===== src/rtl/cfg_crc_pkg.sv =====
package cfg_crc_pkg;

    localparam logic [15:0] CRC_SEED = 16'hFFFF;

    typedef enum logic [2:0] {
        ST_IDLE,
        ST_FETCH,
        ST_TAIL,
        ST_WB_HI,
        ST_WB_LO
    } eng_state_e;

    // Tag that travels with a read request through the one-cycle read latency
    typedef struct packed {
        logic valid;
        logic last;
    } rd_tag_t;

    // One checksum update with a 16-bit word
    function automatic logic [15:0] crc_step(input logic [15:0] prev,
                                             input logic [15:0] word);
        logic [15:0] d;
        logic [15:0] p1;
        logic [15:0] p2;
        d  = prev ^ word;
        p1 = {12'h000, d[3:0]};
        p2 = {12'h000, d[7:4] ^ d[3:0]};
        return (prev >> 8) ^ (p1 << 3) ^ (p1 << 8) ^ p2 ^ (p2 << 7) ^ (p2 << 12);
    endfunction

endpackage


===== src/rtl/cfg_crc_rdseq.sv =====
module cfg_crc_rdseq
    import cfg_crc_pkg::*;
#(
    parameter int AW = 16,
    parameter int CW = 16
) (
    input  logic          clk,
    input  logic          rst,
    input  logic          load,
    input  logic [AW-1:0] load_addr,
    input  logic [CW:0]   load_n,
    output logic          rd_en,
    output logic [AW-1:0] rd_addr,
    output rd_tag_t       tag
);
    localparam logic [AW-1:0] ADDR_ONE = {{(AW-1){1'b0}}, 1'b1};
    localparam logic [CW:0]   REM_ONE  = {{CW{1'b0}}, 1'b1};

    logic [AW-1:0] addr_q;
    logic [CW:0]   rem_q;

    assign rd_en   = (rem_q != '0);
    assign rd_addr = addr_q;

    always_ff @(posedge clk) begin
        if (rst) begin
            addr_q <= '0;
            rem_q  <= '0;
            tag    <= '0;
        end else begin
            tag.valid <= rd_en;
            tag.last  <= rd_en && (rem_q == REM_ONE);
            if (load) begin
                addr_q <= load_addr;
                rem_q  <= load_n;
            end else if (rd_en) begin
                addr_q <= addr_q + ADDR_ONE;
                rem_q  <= rem_q - REM_ONE;
            end
        end
    end
endmodule


===== src/rtl/cfg_crc_accum.sv =====
module cfg_crc_accum
    import cfg_crc_pkg::*;
(
    input  logic        clk,
    input  logic        rst,
    input  logic        init,
    input  logic        data_vld,
    input  logic [7:0]  data,
    input  logic        tail,
    output logic [15:0] crc,
    output logic [15:0] crc_nxt
);
    logic [15:0] crc_q;
    logic [7:0]  prev_q;
    logic        have_q;

    always_comb begin
        crc_nxt = crc_q;
        if (tail) begin
            crc_nxt = crc_step(crc_q, {prev_q, 8'h00});
        end else if (data_vld && have_q) begin
            crc_nxt = crc_step(crc_q, {prev_q, data});
        end
    end

    assign crc = crc_q;

    always_ff @(posedge clk) begin
        if (rst) begin
            crc_q  <= CRC_SEED;
            prev_q <= '0;
            have_q <= 1'b0;
        end else if (init) begin
            crc_q  <= CRC_SEED;
            have_q <= 1'b0;
        end else begin
            crc_q <= crc_nxt;
            if (data_vld) begin
                prev_q <= data;
                have_q <= 1'b1;
            end
        end
    end
endmodule


===== src/rtl/cfg_crc_engine.sv =====
module cfg_crc_engine
    import cfg_crc_pkg::*;
#(
    parameter int AW = 16,
    parameter int CW = 16
) (
    input  logic          clk,
    input  logic          rst,
    input  logic          start,
    input  logic [AW-1:0] start_addr,
    input  logic [CW-1:0] byte_count,
    input  logic          wb_en,
    input  logic [AW-1:0] wb_addr,
    output logic          mem_rd_en,
    output logic [AW-1:0] mem_rd_addr,
    input  logic [7:0]    mem_rd_data,
    output logic          mem_wr_en,
    output logic [AW-1:0] mem_wr_addr,
    output logic [7:0]    mem_wr_data,
    output logic          busy,
    output logic          done,
    output logic [15:0]   result
);
    localparam logic [AW-1:0] ADDR_ONE = {{(AW-1){1'b0}}, 1'b1};

    eng_state_e    state_q;
    logic          odd_q;
    logic          wb_q;
    logic [AW-1:0] wba_q;
    logic          done_q;
    logic [15:0]   result_q;

    logic          accept;
    logic [CW-1:0] even_cnt;
    logic [CW:0]   n_reads;
    rd_tag_t       tag;
    logic [15:0]   crc;
    logic [15:0]   crc_nxt;
    logic          finish;
    logic [15:0]   finish_val;
    eng_state_e    state_d;

    assign accept   = start && (state_q == ST_IDLE);
    assign even_cnt = {byte_count[CW-1:1], 1'b0};

    always_comb begin
        if (even_cnt != '0) begin
            n_reads = {1'b0, even_cnt} + {{CW{1'b0}}, 1'b1};
        end else begin
            n_reads = {{CW{1'b0}}, byte_count[0]};
        end
    end

    cfg_crc_rdseq #(.AW(AW), .CW(CW)) u_rdseq (
        .clk       (clk),
        .rst       (rst),
        .load      (accept),
        .load_addr (start_addr),
        .load_n    (n_reads),
        .rd_en     (mem_rd_en),
        .rd_addr   (mem_rd_addr),
        .tag       (tag)
    );

    cfg_crc_accum u_accum (
        .clk      (clk),
        .rst      (rst),
        .init     (accept),
        .data_vld (tag.valid),
        .data     (mem_rd_data),
        .tail     (state_q == ST_TAIL),
        .crc      (crc),
        .crc_nxt  (crc_nxt)
    );

    // Next state and completion decision
    always_comb begin
        state_d    = state_q;
        finish     = 1'b0;
        finish_val = crc_nxt;
        unique case (state_q)
            ST_IDLE: begin
                if (accept) begin
                    if (byte_count != '0) begin
                        state_d = ST_FETCH;
                    end else if (wb_en) begin
                        state_d = ST_WB_HI;
                    end else begin
                        finish     = 1'b1;
                        finish_val = CRC_SEED;
                    end
                end
            end
            ST_FETCH: begin
                if (tag.valid && tag.last) begin
                    if (odd_q) begin
                        state_d = ST_TAIL;
                    end else if (wb_q) begin
                        state_d = ST_WB_HI;
                    end else begin
                        finish = 1'b1;
                    end
                end
            end
            ST_TAIL: begin
                if (wb_q) begin
                    state_d = ST_WB_HI;
                end else begin
                    finish = 1'b1;
                end
            end
            ST_WB_HI: state_d = ST_WB_LO;
            ST_WB_LO: finish = 1'b1;
            default:  state_d = ST_IDLE;
        endcase
        if (finish) begin
            state_d = ST_IDLE;
        end
    end

    always_ff @(posedge clk) begin
        if (rst) begin
            state_q  <= ST_IDLE;
            odd_q    <= 1'b0;
            wb_q     <= 1'b0;
            wba_q    <= '0;
            done_q   <= 1'b0;
            result_q <= '0;
        end else begin
            state_q <= state_d;
            done_q  <= finish;
            if (finish) begin
                result_q <= finish_val;
            end
            if (accept) begin
                odd_q <= byte_count[0];
                wb_q  <= wb_en;
                wba_q <= wb_addr;
            end
        end
    end

    assign mem_wr_en   = (state_q == ST_WB_HI) || (state_q == ST_WB_LO);
    assign mem_wr_addr = (state_q == ST_WB_LO) ? (wba_q + ADDR_ONE) : wba_q;
    assign mem_wr_data = (state_q == ST_WB_LO) ? crc[7:0] : crc[15:8];

    assign busy   = (state_q != ST_IDLE);
    assign done   = done_q;
    assign result = result_q;
endmodule


===== config.mk =====
export PLATFORM = sky130hd
export DESIGN_NAME = cfg_crc_engine
export DESIGN_NICKNAME = d
export VERILOG_FILES = /design/src/rtl/cfg_crc_pkg.sv /design/src/rtl/cfg_crc_rdseq.sv /design/src/rtl/cfg_crc_accum.sv /design/src/rtl/cfg_crc_engine.sv
export SDC_FILE = /design/constraint.sdc
export NUM_CORES = 1
export LEC_CHECK = 0
export BUFFER_PORTS_ARGS = -buffer_cell sky130_fd_sc_hd__buf_2
export CORE_MARGIN = 3
export CORE_UTILIZATION = 35
export DETAILED_ROUTE_END_ITERATION = 7
export GPL_ROUTABILITY_DRIVEN = 0
export PLACE_DENSITY_LB_ADDON = 0.2
export SYNTH_ARGS = -nofsm -noshare
export SYNTH_HDL_FRONTEND = slang
export SYNTH_SLANG_ARGS = --single-unit

===== constraint.sdc =====
create_clock -name clk -period 2.2 [get_ports clk]
set_input_delay 0.33 -clock clk [delete_from_list [all_inputs] [get_ports clk]]
set_output_delay 0.33 -clock clk [all_outputs]
set_load 0.02 [all_outputs]

# ---- Word-level counts from Yosys, hierarchy flattened
# Index checks and enable logic that the tools add are counted.
dict set report totals {
  ff_bits 90
  latch_bits 0
  ramBits 0
  rom_bits 0
  output_inout_bits 60
  mem_count 0
}
dict set report op_classes {
  n_addsub 4
  multipliers 0
  div 0
  magnitude_cmp 0
  n_eq_ne 8
  shift 0
  muxes 27
  bitwise_logic 15
  reduce_logical 14
}
# cell count
set op_table {}
lappend op_table {{two-way mux 16 bit} 9}
lappend op_table {{two-way mux 17 bit} 3}
lappend op_table {{adder 16 x 1 -> 16 bit (second input constant)} 2}
lappend op_table {{nonzero test 16 bit} 2}
lappend op_table {{XOR 16 x 11 -> 16 bit} 2}
lappend op_table {{XOR 16 x 12 -> 16 bit} 2}
lappend op_table {{XOR 16 bit} 2}
lappend op_table {{XOR 16 x 4 -> 16 bit} 2}
lappend op_table {{two-way mux 3 bit} 6}
lappend op_table {{adder 16 x 1 -> 17 bit (second input constant)} 1}
lappend op_table {{== test 17 x 1 -> 1 bit (second input constant)} 1}
lappend op_table {{nonzero test 17 bit} 1}
lappend op_table {{subtractor 17 x 1 -> 17 bit (second input constant)} 1}
lappend op_table {{XOR 8 x 7 -> 8 bit} 2}
lappend op_table {{case mux 3 bit (5 select lines)} 1}
lappend op_table {{two-way mux 8 bit} 1}
lappend op_table {{XOR 4 bit} 2}
lappend op_table {{XOR 8 x 1 -> 8 bit (second input constant)} 1}
lappend op_table {{XOR 8 bit} 1}
lappend op_table {{== test 3 x 2 -> 1 bit (second input constant)} 2}
lappend op_table {{two-way mux 1 bit} 6}
lappend op_table {{logical AND 1 bit} 4}
lappend op_table {{inequality test 2 bit (second input constant)} 2}
lappend op_table {{case mux 1 bit (4 select lines)} 1}
lappend op_table {{10 further kinds} 11}

# ---- Depth between registers and ports, before layout
dict set report logic_depth {
  depth_word 12
  depth_mapped 9
  depth_no_buf 8
}

# ---- Hierarchy
# Synthesis repeated with hierarchy kept, for this count alone.
dict set report unflattened {
  cells_unflattened 636
  area_unflattened_um2 5484.0
}
# mod n_inst cells_per_inst area_each_um2 seq_area_each_um2
set by_module_without_submodules {}
lappend by_module_without_submodules {cfg_crc_engine 1 259 2115.8 760.7}
lappend by_module_without_submodules {cfg_crc_rdseq 1 241 2034.5 700.7}
lappend by_module_without_submodules {cfg_crc_accum 1 136 1333.8 340.3}

# ---- Worst setup path after synthesis
# OpenSTA, ideal clock, no wires.
dict set report synth_path {
  kind {flip-flop to output port}
  from {reg state_q[2]}
  to {out mem_wr_addr[15]}
  t_arrival_ns 1.905
  t_required_ns 1.870
  path_slack_ns -0.035
  path_stages_with_launch 7
  cell_sequence {dfxtp_1 > nor3b_1 > and4_1 > clkbuf_1 > nand3_1 > nor2_1 > xor2_1}
}
dict set report synth_between {
  elab_chain_cells 2
}
# item line_no
set synth_rtl {}
lappend synth_rtl {{start: declaration} cfg_crc_engine.sv:26} ;# eng_state_e state_q;
lappend synth_rtl {{start signal: assignment} cfg_crc_engine.sv:130} ;# state_q <= state_d;
lappend synth_rtl {{== test 3 bit} cfg_crc_engine.sv:144} ;# assign mem_wr_addr = (state_q == ST_WB_LO) ? (wba_q + ADDR_ONE) : wba_q;
lappend synth_rtl {{two-way mux 16 bit} cfg_crc_engine.sv:144}
lappend synth_rtl {{end: declaration} cfg_crc_engine.sv:18} ;# output logic [AW-1:0] mem_wr_addr,
# Every way passes these cells.

# ---- Final worst setup path
dict set report layout_path {
  from {reg u_rdseq.rem_q[3]}
  to {out mem_rd_en}
}
dict set report layout_between {
  elab_chain_cells 1
}
# item line_no
set layout_rtl {}
lappend layout_rtl {{start: declaration} cfg_crc_rdseq.sv:20} ;# logic [CW:0] rem_q;
lappend layout_rtl {{start signal: assignment} cfg_crc_rdseq.sv:35} ;# rem_q <= load_n;
lappend layout_rtl {{start signal: assignment} cfg_crc_rdseq.sv:38} ;# rem_q <= rem_q - REM_ONE;
lappend layout_rtl {{nonzero test 17 bit} cfg_crc_rdseq.sv:22} ;# assign rd_en = (rem_q != '0);
lappend layout_rtl {{end: declaration} cfg_crc_engine.sv:14} ;# output logic mem_rd_en,
# Every way passes these cells.

==> flow_summary_export.csv <==
group,metric,value,unit
run_status,status,"finished with violations",
run_status,violations,"setup timing",
clock_tree,clockBufferDepth,2,
yosys,yosysTopAreaCellShare,36.8,%
worst_setup_path,reg2regPathDepth,7,
place,dp_hpwl,10000,um
clock_tree,tritoncts,"yes",
place,dp_cells,867,
power_and_ir_drop,ir_drop,0.000431,V
detailed_routing,detail-route-antenna-nets,0,
die,initial_core_util,36.4,%
cells_and_area,syn2layout_area_growth,27.0,%
worst_setup_path,crit_fanout,5,
cells_and_area,nNetsFinal,782,
global_routing,grt_max_degree,36,
yosys,syn-num-nets,652,
yosys,ys_top_cells_by_area,"dfxtp_1, nand2_1, xnor2_1",
power_and_ir_drop,leakagePower,2.54,nW
flow_run,drv_cap,0,
place,place_ws,-0.0328,ns
worst_setup_path,slowest_stage,"or4_4",
die,core_area,0.0135,mm^2
cells_and_area,final_cell_mix,"buf_2, nand2_1, dfxtp_1",
detailed_routing,via_per_inst,5.25,
sta,min_period_over_period,100,%
die,die_y,124,um
sta,period_needed,2.21,ns
yosys,ys_ff_latch,90,
sta,finClkSkew,0.00873,ns
detailed_routing,first_pass_iters,4,
die,die_width,124,um
cells_and_area,drive_gt1_share,30.6,%
detailed_routing,wl,14100,um
global_routing,grt_pass1_wl,23200,um
sta,rsz0062_at_grt,"yes",
global_routing,grt.total_usage,18.0,%
yosys,synth_warnings,0,
clock_tree,htree_levels,3,
clock_tree,clkSlewWorstSetupHoldPaths,0.06,ns
yosys,ys.flop_type,"dfxtp_1",
sta,fin_ws,-0.00931,ns
worst_setup_path,startpoint_type,"flop",
worst_setup_path,path_class,"flop to primary output",
yosys,synth_edf_count,0,
sta,relSlewSlack,66.2,%
yosys,synth_top_cell_by_area,"dfxtp_1",
clock_tree,cts-buffers-inserted,9,
detailed_routing,drt_iter0_drc,246,
worst_setup_path,arrival,1.88,ns
yosys,netlist_area,0.00489,mm^2
clock_tree,ctsRootBufferMaster,"clkbuf_16",
power_and_ir_drop,p_per_area,1190,mW/mm^2
yosys,ys_types,57,
sta,maxSlewViolCount,0,
power_and_ir_drop,power,7.39,mW
sta,finalHoldViolCount,0,
global_routing,grt_pass1_vias,4628,
place,numPortBuffers,119,
sta,tightest_slew,0.507,ns
die,rows,42,
yosys,seq_area_frac_synth,36.8,%
cells_and_area,antenna_cells,0,
yosys,synth.avg_cell_area,8.33,um^2
worst_setup_path,required,1.87,ns
worst_setup_path,max_stage_delay,0.55,ns
die,dieArea,0.0154,mm^2
hold_path,holdPathStages,3,
yosys,netlist_instances,587,
detailed_routing,via_count,4717,
yosys,async_reset_ff_share,0,%
sta,fin_tns_setup,-0.00931,ns
sta,max_freq,0.453,GHz
cells_and_area,fin_cells,898,
die,ioPinCount,120,
cells_and_area,final_common_cell,"buf_2",
detailed_routing,wl_per_cell,15.7,um
global_routing,gr-total-overflow,0,
worst_setup_path,crit_chain,"or4_4 > nor4_4 > bufinv_8 > buf_6",
hold_path,hp-class,"input port to flop",
worst_setup_path,cp-end-kind,"primary output",
detailed_routing,remaining_drc_errors,0,
sta,setup_violations,1,
global_routing,antenna_found_initial,0,
cells_and_area,fin_util,46.2,%
clock_tree,clock-sinks,90,
clock_tree,clk_latency,0.34,ns
[through the flow]
step | hold WS (ns) | area (um^2)
6_report | 0.221 | 6210
5_1_grt | 0.229 | 6210
4_1_cts | 0.217 | 6070
3_5_place_dp | 0.455 | 5700
3_3_place_gp | 0.447 | 5700
2_1_floorplan | 0.432 | 4900
[worst max-delay path: cells and delay by family (launching register included)]
kind / cells / cell delay (ns)
flops: 1 / 0.34
buf+inv: 2 / 0.34
simple gates: 2 / 0.85
[synth_stat cells (2+ instances only)]
cell / number
a211oi_1: 32
a21oi_1: 27
a22o_1: 2
a311oi_1: 2
a31oi_1: 8
and2_1: 4
and3_1: 4
and4_1: 3
buf_1: 2
buf_6: 4
clkbuf_1: 27
clkbuf_8: 3
dfxtp_1: 90
ha_1: 5
inv_1: 7
mux2_2: 9
nand2_1: 93
nand3_1: 16
nand3b_1: 2
nand4_1: 9
nor2_1: 52
nor2b_1: 3
nor3_1: 29
nor3b_1: 6
nor4_1: 9
nor4_4: 3
nor4b_1: 4
o211ai_1: 2
o21a_1: 5
o21ai_0: 15
o22ai_1: 12
or2_2: 2
or3_1: 3
or4_4: 3
xnor2_1: 35
xnor3_1: 4
xor2_1: 31
[flip-flops by register name, indices dropped and copies added, names as in the netlist]
name,cells
u_rdseq.rd_addr,16
state_q,3
u_rdseq.rem_q,17
done,1
wba_q,16
u_accum.have_q,1
u_accum.crc,16
odd_q,1
wb_q,1
u_rdseq.tag,2
result,16
[cell families after synthesis]
group | synth area share, %
DFF | 36.8
buffers and inverters | 5.01
adders and majority gates | 1.28
and+or+nand+nor | 25.4
muxes | 2.28
AOI/OAI and AO/OA | 15.5
xor gates and xnor gates | 13.7
[what timing repair did]
| item | in CTS | in global routing |
|---|---|---|
| pin swaps | 3 | 8 |
| hold buffers | 0 | 0 |
| setup buffers | 3 | 12 |
| resized for setup | 18 | 21 |
| gates cloned | 1 | 0 |
| endpoints found under the hold margin | 0 | 0 |
| setup endpoints to repair | 18 | 26 |
[layout make-up]
| type | count | area [um^2] |
|---|---|---|
| flip-flops and latches | 90 | 1820 |
| inverters | 8 | 43.8 |
| fillers | 1405 | 7240 |
| well taps | 176 | 220 |
| multi-input cells | 450 | 2910 |
| repair inverters | 1 | 6.26 |
| clock inverters | 2 | 10.0 |
| clock buffers | 14 | 274 |
| repair buffers | 157 | 928 |
[path summary, 6_finish.rpt]
kind	start	endpoint	slack (ns)
max	u_rdseq.rem_q[3]	mem_rd_en	-0.009
min	byte_count[12]	u_rdseq.rem_q[12]	0.22
max reg2reg	u_rdseq.rem_q[3]	u_rdseq.rd_addr[4]	0.11
min reg2reg	wba_q[12]	wba_q[12]	0.46
[report_power, final]
group          internal, mW  switching, mW  leakage (nW)
Sequential             2.06          0.448         0.743
Combinational          1.52           1.89          1.65
Clock                 0.856          0.612         0.143
Total                  4.44           2.95          2.54
[per-layer routing]
metal  wire length (um)  vias up  global-route usage, %
met1               6370     2235                   23.2
met5                  0        -                      0
li1                   -     2345                      -
met3                732       14                   3.57
met4                231        0                   5.74
met2               6730      123                   30.1
(Power assumes the default switching activity.)
